--- config.mk ---
export PLATFORM = sky130hd
export DESIGN_NAME = mdio_cmd_if
export DESIGN_NICKNAME = d
export VERILOG_FILES = /design/src/rtl/mdio_pkg.sv /design/src/rtl/mdio_clkgen.sv /design/src/rtl/mdio_frame.sv /design/src/rtl/mdio_cmd_if.sv
export SDC_FILE = /design/constraint.sdc
export NUM_CORES = 1
export LEC_CHECK = 0
export ABC_CLOCK_PERIOD_IN_PS = 3740
export BUFFER_PORTS_ARGS = -buffer_cell sky130_fd_sc_hd__buf_2
export CORE_MARGIN = 2
export CORE_UTILIZATION = 61
export CTS_CLUSTER_SIZE = 40
export DETAILED_ROUTE_END_ITERATION = 10
export PLACE_DENSITY = 0.94
export SLEW_MARGIN = 20
export SYNTH_ARGS = -nofsm -noshare
export SYNTH_HDL_FRONTEND = slang
export SYNTH_SLANG_ARGS = --single-unit
export TNS_END_PERCENT = 20
--- constraint.sdc ---
create_clock -name clk -period 3.74 [get_ports clk]
set_input_delay 0.748 -clock clk [delete_from_list [all_inputs] [get_ports clk]]
set_output_delay 0.748 -clock clk [all_outputs]
set_load 0.02 [all_outputs]
--- src/rtl/mdio_pkg.sv ---
package mdio_pkg;
  localparam int FRAME_BITS = 64;
  localparam int TA_FIRST   = 46;
  localparam int TA_SECOND  = 47;
  localparam int DATA_FIRST = 48;
  localparam int F_DATA = 0;
  localparam int F_REG  = 16;
  localparam int F_PHY  = 21;
  localparam int F_OP   = 26;
  localparam int B_RDY  = 28;
  localparam int B_ERR  = 30;
  localparam logic [1:0] OP_WRITE = 2'b01;
  localparam logic [1:0] OP_READ  = 2'b10;
endpackage

--- src/rtl/mdio_clkgen.sv ---
module mdio_clkgen #(
  parameter int HALF_DIV = 2
) (
  input  logic clk,
  input  logic rst_n,
  input  logic run,
  output logic mdc,
  output logic rise,
  output logic fall
);
  localparam int CW = (HALF_DIV > 1) ? $clog2(HALF_DIV) : 1;
  localparam logic [CW-1:0] LAST = CW'(HALF_DIV - 1);

  logic [CW-1:0] cnt_q, cnt_d;
  logic          mdc_q, mdc_d;
  logic          tick;

  assign tick = run && (cnt_q == LAST);

  always_comb begin
    cnt_d = cnt_q;
    mdc_d = mdc_q;
    if (!run) begin
      cnt_d = '0;
      mdc_d = 1'b0;
    end else if (tick) begin
      cnt_d = '0;
      mdc_d = ~mdc_q;
    end else begin
      cnt_d = cnt_q + 1'b1;
    end
  end

  always_ff @(posedge clk or negedge rst_n) begin
    if (!rst_n) begin
      cnt_q <= '0;
      mdc_q <= 1'b0;
    end else begin
      cnt_q <= cnt_d;
      mdc_q <= mdc_d;
    end
  end

  assign mdc  = mdc_q;
  assign rise = tick & ~mdc_q;
  assign fall = tick & mdc_q;
endmodule

--- src/rtl/mdio_frame.sv ---
module mdio_frame
  import mdio_pkg::*;
(
  input  logic        clk,
  input  logic        rst_n,
  input  logic        start,
  input  logic [1:0]  op,
  input  logic [4:0]  phy,
  input  logic [4:0]  regad,
  input  logic [15:0] wdata,
  input  logic        rise,
  input  logic        fall,
  input  logic        mdio_i,
  output logic        busy,
  output logic        mdio_o,
  output logic        mdio_oe,
  output logic        done,
  output logic        ta_err,
  output logic [15:0] rx_data
);
  localparam int IW = $clog2(FRAME_BITS);
  localparam logic [IW-1:0] LAST_IDX = IW'(FRAME_BITS - 1);
  localparam logic [IW-1:0] TA1_IDX  = IW'(TA_FIRST);
  localparam logic [IW-1:0] TA2_IDX  = IW'(TA_SECOND);
  localparam logic [IW-1:0] D0_IDX   = IW'(DATA_FIRST);

  logic [FRAME_BITS-1:0] sh_q, sh_d;
  logic [IW-1:0]         idx_q, idx_d;
  logic                  busy_q, busy_d;
  logic                  rd_q, rd_d;
  logic                  err_q, err_d;
  logic [15:0]           rx_q, rx_d;

  assign done = busy_q && fall && (idx_q == LAST_IDX);

  always_comb begin
    sh_d   = sh_q;
    idx_d  = idx_q;
    busy_d = busy_q;
    rd_d   = rd_q;
    err_d  = err_q;
    rx_d   = rx_q;
    if (start) begin
      sh_d   = {32'hFFFF_FFFF, 2'b01, op, phy, regad, 2'b10, wdata};
      idx_d  = '0;
      busy_d = 1'b1;
      rd_d   = (op == OP_READ);
      err_d  = 1'b0;
      rx_d   = '0;
    end else if (busy_q) begin
      if (rise && rd_q) begin
        if (idx_q == TA2_IDX && mdio_i) err_d = 1'b1;
        if (idx_q >= D0_IDX) rx_d = {rx_q[14:0], mdio_i};
      end
      if (fall) begin
        if (idx_q == LAST_IDX) begin
          busy_d = 1'b0;
        end else begin
          idx_d = idx_q + 1'b1;
          sh_d  = {sh_q[FRAME_BITS-2:0], 1'b1};
        end
      end
    end
  end

  always_ff @(posedge clk or negedge rst_n) begin
    if (!rst_n) begin
      sh_q   <= '0;
      idx_q  <= '0;
      busy_q <= 1'b0;
      rd_q   <= 1'b0;
      err_q  <= 1'b0;
      rx_q   <= '0;
    end else begin
      sh_q   <= sh_d;
      idx_q  <= idx_d;
      busy_q <= busy_d;
      rd_q   <= rd_d;
      err_q  <= err_d;
      rx_q   <= rx_d;
    end
  end

  assign busy    = busy_q;
  assign mdio_o  = sh_q[FRAME_BITS-1];
  assign mdio_oe = busy_q && !(rd_q && idx_q >= TA1_IDX);
  assign ta_err  = err_q;
  assign rx_data = rx_q;
endmodule

--- src/rtl/mdio_cmd_if.sv ---
module mdio_cmd_if
  import mdio_pkg::*;
#(
  parameter int HALF_DIV = 2
) (
  input  logic        clk,
  input  logic        rst_n,
  input  logic        reg_wr,
  input  logic [31:0] reg_wdata,
  output logic [31:0] reg_rdata,
  output logic        mdc,
  output logic        mdio_o,
  output logic        mdio_oe,
  input  logic        mdio_i
);
  logic        busy, done, ta_err, rise, fall, start;
  logic [15:0] rx_data;
  logic [1:0]  op_q, op_d;
  logic [4:0]  phy_q, phy_d, reg_q, reg_d;
  logic [15:0] dat_q, dat_d;
  logic        rdy_q, rdy_d, err_q, err_d;

  assign start = reg_wr && !busy;

  mdio_clkgen #(.HALF_DIV(HALF_DIV)) u_clk (
    .clk(clk), .rst_n(rst_n), .run(busy),
    .mdc(mdc), .rise(rise), .fall(fall)
  );

  mdio_frame u_frame (
    .clk(clk), .rst_n(rst_n), .start(start),
    .op(reg_wdata[F_OP+:2]), .phy(reg_wdata[F_PHY+:5]),
    .regad(reg_wdata[F_REG+:5]), .wdata(reg_wdata[F_DATA+:16]),
    .rise(rise), .fall(fall), .mdio_i(mdio_i),
    .busy(busy), .mdio_o(mdio_o), .mdio_oe(mdio_oe),
    .done(done), .ta_err(ta_err), .rx_data(rx_data)
  );

  always_comb begin
    op_d  = op_q;
    phy_d = phy_q;
    reg_d = reg_q;
    dat_d = dat_q;
    rdy_d = rdy_q;
    err_d = err_q;
    if (start) begin
      op_d  = reg_wdata[F_OP+:2];
      phy_d = reg_wdata[F_PHY+:5];
      reg_d = reg_wdata[F_REG+:5];
      dat_d = reg_wdata[F_DATA+:16];
      rdy_d = 1'b0;
      err_d = 1'b0;
    end else if (done) begin
      rdy_d = 1'b1;
      err_d = ta_err;
      if (op_q == OP_READ) dat_d = rx_data;
    end
  end

  always_ff @(posedge clk or negedge rst_n) begin
    if (!rst_n) begin
      op_q  <= '0;
      phy_q <= '0;
      reg_q <= '0;
      dat_q <= '0;
      rdy_q <= 1'b0;
      err_q <= 1'b0;
    end else begin
      op_q  <= op_d;
      phy_q <= phy_d;
      reg_q <= reg_d;
      dat_q <= dat_d;
      rdy_q <= rdy_d;
      err_q <= err_d;
    end
  end

  assign reg_rdata = {1'b0, err_q, 1'b0, rdy_q, op_q, phy_q, reg_q, dat_q};
endmodule

## Yosys cells after proc, flatten, opt, wreduce, memory -nomap -nowiden

Index checks and enable logic that the tools add are counted.

- Memories kept: 0
- Bits in latches: 0
- Bits in read-only memories: 0
- Bits in writable memories: 0
- Output and inout port bits: 35
- Register bits: 121

- Bitwise logic cells: 3
- Reductions and logical operators: 21
- Divide/modulo/power cells: 0
- Add/subtract/negate cells: 2
- Shift operators: 0
- Multiplexer cells: 31
- Equal/unequal tests: 6
- Multiply operators: 0
- Order comparisons: 2

Operators by type and width:

| kind | number |
|---|---|
| $mux 64 | 4 |
| $mux 16 | 7 |
| $mux 6 | 4 |
| $mux 1 | 16 |
| $reduce_bool 2->1 | 7 |
| $eq 6x6->1 const B | 2 |
| $ge 6x6->1 const B | 2 |
| $reduce_and 3->1 | 3 |
| $logic_and 1x1->1 | 8 |
| $add 6x1->6 const B | 1 |
| $eq 2x2->1 const B | 2 |
| $ne 2x2->1 const B | 2 |
| $and 1x1->1 | 2 |
| $logic_not 1->1 | 2 |
| $reduce_and 2->1 | 1 |
| $add 1x1->1 const B | 1 |
| $not 1->1 | 1 |

## Longest topological paths before layout

Gate-level depths: netlist of run 1.

- Depth after elaboration: 6
- Mapped depth: 7

## Hierarchy

From an unflattened synthesis of run 1, not the netlist that was laid out.

- Cell total of the unflattened synthesis: 549
- Area total of the unflattened synthesis: 6042.0 sq um

By module, submodules not included:

| module | area each (sq um) | seq. area each (sq um) | cells an instance | instances |
|---|---|---|---|---|
| mdio_frame | 4439.3 | 2227.1 | 425 | 1 |
| mdio_cmd_if | 1514.0 | 750.7 | 116 | 1 |
| mdio_clkgen | 88.8 | 50.0 | 8 | 1 |

## Worst setup path before layout of run 1

No wires, ideal clock.

- Kind: input-to-reg
- Start: input reg_wr
- End: register u_frame.sh_q[63]
- Path slack: 2059 ps
- Stages: 6
- Arrival: 1616 ps
- Library setup time: 65 ps
- Cell sequence: nor2b_1 clkbuf_2 buf_4 clkbuf_1 o21ai_0 nand2_1

- Longest elaborated chain between the ends: 3

Ends and longest elaborated chain:

| what | line | text |
|---|---|---|
| start, declared | mdio_cmd_if.sv:8 | `input logic reg_wr,` |
| $logic_and 1x1->1 (*) | mdio_cmd_if.sv:23 | `assign start = reg_wr && !busy;` |
| $ne 2x2->1 (no source line) or $reduce_bool 2->1 (tied branches) | -- |  |
| $reduce_and 3->1 (no source line) | -- |  |
| end signal, assigned | mdio_frame.sv:68 | `sh_q <= '0;` |
| end signal, assigned | mdio_frame.sv:75 | `sh_q <= sh_d;` |
| end, declared | mdio_frame.sv:27 | `logic [FRAME_BITS-1:0] sh_q, sh_d;` |

Every way passes the cells marked *; elsewhere a longest branch is shown, timed or not.
A chain may end at the register's enable or synchronous reset.

## Worst setup path in the final report of run 1

- Start: register u_frame.idx_q[5]
- End: output mdio_oe

- Longest elaborated chain between the ends: 4

Ends and longest elaborated chain:

| what | line | text |
|---|---|---|
| start, declared | mdio_frame.sv:28 | `logic [IW-1:0] idx_q, idx_d;` |
| start signal, assigned | mdio_frame.sv:76 | `idx_q <= idx_d;` |
| $ge 6x6->1 | mdio_frame.sv:86 | `assign mdio_oe = busy_q && !(rd_q && idx_q >= TA1_IDX);` |
| $logic_and 1x1->1 | mdio_frame.sv:86 |  |
| $logic_not 1->1 | mdio_frame.sv:86 |  |
| $logic_and 1x1->1 | mdio_frame.sv:86 |  |
| end, declared | mdio_cmd_if.sv:13 | `output logic mdio_oe,` |

Every way passes these cells.

==> flow_metrics.env, run 1 <==
export IMPL_status="completed"
export IMPL_timing_final_ws_setup_ns=1.45
export IMPL_cellPowerDensity_mw_per_mm2=899
export IMPL_drt_first_pass_iters=5
export IMPL_maxCapViolations=0
export IMPL_drtIter0Drc=312
export IMPL_syn_area_mm2=0.00506
export IMPL_clock_fmax_mhz=437
export IMPL_die_x_um=95.1
export IMPL_antenna_cells=0
export IMPL_hold_viol_final=0
export IMPL_post_place_ws_ns=1.65
export IMPL_core_area_mm2=0.00813
export IMPL_min_period_over_period_pct=61.2
export IMPL_grt_overflow=0
export IMPL_cts_repair_resized=0
export IMPL_drc=0
export IMPL_dieArea_mm2=0.00904
export IMPL_grt_pass1_vias=3903
export IMPL_worstPathArrival_ns=1.54
export IMPL_post_dp_hpwl_um=6450
export IMPL_fin_util_pct=73.0
export IMPL_cp_required_ns=2.99
export IMPL_boundaryPins=71
export IMPL_setup_viol=0
export IMPL_crit_fanout=6
export IMPL_ys_seq_area_share_pct=59.8
export IMPL_grt_max_degree=83
export IMPL_drt_wirelength_per_cell_um=17.2
export IMPL_clock_skew_final_ns=0.00813
export IMPL_p_leak_uw=0.00286
export IMPL_root_buffer="clkbuf_8"
export IMPL_ant_nets=0
export IMPL_worst_slew_pin_slew_ns=0.753
export IMPL_period_needed_ns=2.29
export IMPL_crit_type="register to primary output"
export IMPL_postCtsSetupRepairBufs=0
export IMPL_cp_top_family="flip-flops"
export IMPL_h_tree_depth=4
export IMPL_initial_utilization_pct=62.2
export IMPL_layout_nets=584
export IMPL_clk_pin_slew_worst_paths_ns=0.06
export IMPL_gp_congestion=0.822
export IMPL_slowest_stage="dfrtp_1"
export IMPL_slew_viol_final=0
export IMPL_cp_start_kind="register"
export IMPL_cpPeakStageDelay_ns=0.47
export IMPL_fin_setup_tns_ns=0
export IMPL_syn2layout_area_growth_pct=17.2
export IMPL_final_common_cell="nand2_1"
export IMPL_grt_pass1_wl_um=18500
export IMPL_cts_buffer_depth=2
export IMPL_grtUsageTotal_pct=27.2
export IMPL_ys_flop_type="dfrtp_1"
export IMPL_min_path_type="primary input to async pin"
export IMPL_io_buffer_count=64
export IMPL_hold_buffers=0
export IMPL_layout_common_cells="nand2_1 (155), dfrtp_1 (121), buf_2 (63)"
export IMPL_antenna_found_initial=0
export IMPL_worst_path_buf_inv=1
export IMPL_synth_area_per_cell_um2=10.2
export IMPL_relSlewSlack_pct=49.8
export IMPL_synth_cells=494
export IMPL_path_cells="nand2_1 -> o21a_1 -> buf_2"
export IMPL_rows=33
export IMPL_endpoint_kind="primary output"
export IMPL_die_h_um=95.1
export IMPL_ys_ff_latch=121
export IMPL_ys_warn_count=0
export IMPL_insertion_delay_ns=0.52
export IMPL_grt_setup_unrepaired="no"
export IMPL_viasPerCell=5.90
export IMPL_drt_wl_total_um=11400
export IMPL_vias=3926
export IMPL_cts_sinks=121
export IMPL_synth_edff_count=0
export IMPL_cts_tree="yes"
export IMPL_drive_above_1_share_pct=22.3
export IMPL_peakVddDrop_v=0.000433
export IMPL_cts_buffers=17
export IMPL_synthArstFlopShare_pct=100
export IMPL_yosysUniqueCellTypes=43
state kept, by name, summed over array words and instances, names as in the netlist:
| register | cells |
|---|---|
| dat_q | 16 |
| u_frame.rd_q | 1 |
| u_frame.rx_data | 16 |
| u_clk.cnt_q | 1 |
| u_frame.ta_err | 1 |
| err_q | 1 |
| rdy_q | 1 |
| u_frame.idx_q | 6 |
| op_q | 2 |
| u_clk.mdc | 1 |
| reg_q | 5 |
| phy_q | 5 |
| u_frame.busy | 1 |
| u_frame.sh_q | 64 |
Yosys cell counts, types with 2 or more instances:
master / n / area share, %
nand2_1: 155 / 11
dfrtp_1: 121 / 60
o21ai_0: 50 / 4.9
nor2_1: 21 / 1.6
nand2b_1: 16 / 2.0
o221a_1: 16 / 3.6
buf_2: 14 / 1.4
o221a_2: 13 / 2.9
a21oi_1: 10 / 0.99
buf_4: 10 / 1.5
a31oi_1: 8 / 0.99
nand3_1: 7 / 0.69
o22ai_1: 6 / 0.74
buf_6: 5 / 1.1
clkbuf_1: 4 / 0.30
clkbuf_2: 3 / 0.30
mux2i_1: 3 / 0.59
nor2b_1: 3 / 0.37
nor3_1: 3 / 0.30
and2_1: 2 / 0.25
o21ai_1: 2 / 0.20
layer usage:
metal	track usage, %	part of all wire, %	up-vias
met1	32.4	40	1948
met3	8.22	5.4	30
met2	46.2	52	158
met4	11.1	2.4	0
met5	0	0	-
li1	-	-	1790
cell type report:
cell class	instances	area, um^2
inverters	1	3.75
multi-input cells	336	1820
repair buffers	70	393
fillers	509	2200
clock buffers	18	418
well taps	105	131
clock inverters	14	140
flip-flops and latches	121	3030
cells by family (layout without fill, tap and decap cells):
| group | count (synthesis) | count (layout) | share of synthesized area (%) |
|---|---|---|---|
| buffers and inverters | 38 | 103 | 4.72 |
| AOI/OAI and AO/OA | 112 | 112 | 15.6 |
| xor gates and xnor gates | 1 | 1 | 0.173 |
| DFF | 121 | 121 | 59.8 |
| adders and majority gates | 1 | 1 | 0.247 |
| and+or+nand+nor | 217 | 217 | 18.8 |
| other | 1 | 2 | 0.0741 |
| muxes | 3 | 3 | 0.593 |
where the power goes:
part	internal, uW	total, uW	leakage [uW]	switching [uW]
registers	1850	2250	0.00144	399
clock network	896	1520	0.000257	624
logic	587	1560	0.00115	974
total	3340	5330	0.00286	2000
worst paths after layout:
kind | from | to | slack, ns | cells after the start
min in group clk | reg_wdata[19] | reg_q[3]$_DFFE_PN0P_ | 0.43 | 3
setup / recovery | u_frame.idx_q[5]$_DFFE_PN0P_ | mdio_oe | 1.45 | 3
max in group asynchronous | rst_n | u_frame.sh_q[46]$_DFFE_PN0P_ | 2.67 | 2
hold / removal | rst_n | dat_q[2]$_DFFE_PN0P_ | 0.28 | 1
setup reg to reg | u_frame.idx_q[0]$_DFFE_PN0P_ | u_frame.sh_q[39]$_DFFE_PN0P_ | 1.47 | 6
hold reg to reg | u_frame.sh_q[53]$_DFFE_PN0P_ | u_frame.sh_q[54]$_DFFE_PN0P_ | 0.46 | 2
metrics by stage:
stage / cells / hold slack, ns / area, um^2 / total power [uW]
6_report: 665 / 0.278 / 5930 / 5330
5_1_grt: 665 / 0.336 / 5930 / 5630
4_1_cts: 665 / 0.306 / 5930 / 5340
3_5_place_dp: 633 / 0.449 / 5380 / 3750
3_3_place_gp: 633 / 0.443 / 5380 / 3630
2_1_floorplan: 495 / 0.433 / 5070 / 3320
Note: power is estimated with default switching activity, not from simulation.
==> run 2: changes to the inputs <==
Settings changed: ABC_CLOCK_PERIOD_IN_PS 3740 to 2000, CORE_UTILIZATION 61 to 51, PLACE_DENSITY 0.94 to 0.85.
Clock period 3.74 ns to 2 ns, I/O delays scaled along.
==> run 2 against run 1 <==
The run now ends with design-rule violations left. Critical path depth stayed put. Combinational power is 94% higher. Via count is 0.48% lower. Clock power is 91% higher. Wire length is 0.62% lower. Power is 90% higher. Sequential share of layout area is 1.4 points lower. Register-to-register slack worse by 1.4 ns. Worst setup slack worse by 1.3 ns. Die area is 19% higher. Critical endpoint unchanged.
==> flow_metrics.env, run 2 (same netlist as run 1, synthesis figures left out) <==
export IMPL_status="finished, violations left"
export IMPL_violations="design-rule violations"
export IMPL_min_period_over_period_pct=94.7
export IMPL_fin_setup_tns_ns=0
export IMPL_drt_first_pass_iters=11
export IMPL_crit_type="register to primary output"
export IMPL_gp_congestion=0.795
export IMPL_drc=1
export IMPL_min_path_type="primary input to register"
export IMPL_boundaryPins=71
export IMPL_hp_start="reg_wdata[20]"
export IMPL_p_leak_uw=0.00293
export IMPL_num_fill_cells=746
export IMPL_grt_overflow=0
export IMPL_die_h_um=104
export IMPL_cellPowerDensity_mw_per_mm2=1660
export IMPL_final_common_cell="nand2_1"
export IMPL_reg2reg_to="u_frame.sh_q[2]$_DFFE_PN0P_"
export IMPL_relSlewSlack_pct=65.2
export IMPL_root_buffer="clkbuf_8"
export IMPL_combPwrFrac_pct=29.8
export IMPL_h_tree_depth=4
export IMPL_regMostFlops="u_frame.sh_q"
export IMPL_die_x_um=104
export IMPL_layout_common_cells="nand2_1 (155), dfrtp_1 (121), buf_2 (63)"
export IMPL_min_to="reg_q[4]$_DFFE_PN0P_"
export IMPL_worstPathArrival_ns=1.49
export IMPL_grt_pass1_wl_um=19300
export IMPL_drtIter0Drc=351
export IMPL_cts_sinks=121
export IMPL_grtUsageTotal_pct=22.5
export IMPL_post_place_ws_ns=0.157
export IMPL_ant_nets=0
export IMPL_postCtsSetupRepairBufs=0
export IMPL_io_buffer_count=64
export IMPL_crit_fanout=6
export IMPL_endpoint_kind="primary output"
export IMPL_grt_max_degree=54
export IMPL_seq_power_share_pct=41.5
export IMPL_cts_buffer_depth=2
export IMPL_layout_nets=592
export IMPL_initial_utilization_pct=52.3
export IMPL_drt_wl_total_um=11300
export IMPL_peakVddDrop_v=0.000675
export IMPL_worst_slew_pin_slew_ns=0.522
export IMPL_cp_start_kind="register"
export IMPL_rrSetupSlack_ns=0.12
export IMPL_grt_setup_unrepaired="no"
export IMPL_min_delay_path_depth=3
export IMPL_p_clk_share_pct=28.8
export IMPL_vias=3907
export IMPL_syn2layout_area_growth_pct=20.6
export IMPL_stdcell_count=701
export IMPL_clock_fmax_mhz=528
export IMPL_fin_util_pct=63.0
export IMPL_cp_required_ns=1.60
export IMPL_post_dp_hpwl_um=6700
export IMPL_swShare_pct=36.1
export IMPL_hold_viol_final=0
export IMPL_placed_cells=668
export IMPL_insertion_delay_ns=0.52
export IMPL_antenna_cells=0
export IMPL_antenna_found_initial=0
export IMPL_slew_viol_final=0
export IMPL_maxCapViolations=0
export IMPL_dieArea_mm2=0.0107
export IMPL_clock_skew_final_ns=0.00865
export IMPL_cts_tree="yes"
export IMPL_fin_area_mm2=0.00610
export IMPL_rr_startpoint="u_frame.idx_q[0]$_DFFE_PN0P_"
export IMPL_period_needed_ns=1.89
export IMPL_p_int_uw=6470
export IMPL_cts_buffers=17
export IMPL_drive_above_1_share_pct=23.1
export IMPL_rows=36
export IMPL_drt_wirelength_per_cell_um=16.2
export IMPL_timing_final_ws_setup_ns=0.106
export IMPL_grt_pass1_vias=3910
export IMPL_core_area_mm2=0.00968
export IMPL_setup_viol=0
export IMPL_largest_reg_flops=64
export IMPL_viasPerCell=5.57
export IMPL_switchingPower_uw=3660
export IMPL_rr_worst_depth=5
export IMPL_placedInstanceArea_mm2=0.00553
export IMPL_clk_pin_slew_worst_paths_ns=0.06
## run 2: cell types whose count changed in the layout (fill, tap and decap cells not counted), sizes merged
cell / delta
buf: +7
inv: -4
clkinvlp: -3
clkinv: +5
bufinv: +1
clkbuf: +1
dlygate4sd3: +1
## run 2: worst max-delay path by stage
stage                            startpoint                           end  slack [ns]  cells past startpoint
2_1_floorplan  u_frame.idx_q[0]$_DFFE_PN0P_  u_frame.sh_q[63]$_DFFE_PN0P_        0.45                      7
3_3_place_gp   u_frame.idx_q[1]$_DFFE_PN0P_   u_frame.sh_q[2]$_DFFE_PN0P_        0.26                      5
3_5_place_dp   u_frame.idx_q[1]$_DFFE_PN0P_   u_frame.sh_q[2]$_DFFE_PN0P_        0.16                      5
4_1_cts        u_frame.idx_q[5]$_DFFE_PN0P_                       mdio_oe        0.09                      3
5_1_grt        u_frame.idx_q[1]$_DFFE_PN0P_   u_frame.sh_q[2]$_DFFE_PN0P_       0.004                      5
6_report       u_frame.idx_q[5]$_DFFE_PN0P_                       mdio_oe        0.11                      3
## run 2: critical path, stage by stage (launching register included)
cell	delay [ns]
dfrtp_1	0.45
nand2_1	0.16
o21a_1	0.22
buf_2	0.15
## run 2: routing by layer
layer,wire length [um],track usage (%),vias up
met2,5740,36.0,155
met3,564,6.54,26
met1,4840,29.7,1912
li1,-,-,1814
met4,192,7.43,0
met5,0,0,-
## run 2: layout make-up
type / instances / area [um^2] / area share [%]
Tap cell: 133 / 166 / 2.73
Inverter: 1 / 3.75 / 0.0615
Multi-Input combinational cell: 336 / 1820 / 29.8
Clock buffer: 19 / 422 / 6.91
Clock inverter: 13 / 146 / 2.40
Timing Repair Buffer: 78 / 518 / 8.49
Sequential cell: 121 / 3030 / 49.6
## run 2: power by group through the flow
stage	sequential, uW	combinational [uW]	clock [uW]
after floorplan	4370	1830	0
after global placement	4120	2840	0
after detailed placement	4170	2990	0
after CTS	4180	3040	2940
after global routing	4320	3340	3070
final	4200	3020	2910
## run 2: what timing repair did
item,in CTS,in global routing
hold buffers,1,0
gates resized for setup,0,0
hold endpoints to repair,36,0
## run 2: through the flow
stage,hold slack (ns),total power (uW)
after floorplan,0.104,6200
after global placement,0.401,6960
after detailed placement,0.407,7160
after CTS,0.0785,10200
after global routing,0.0906,10700
final,0.0880,10100
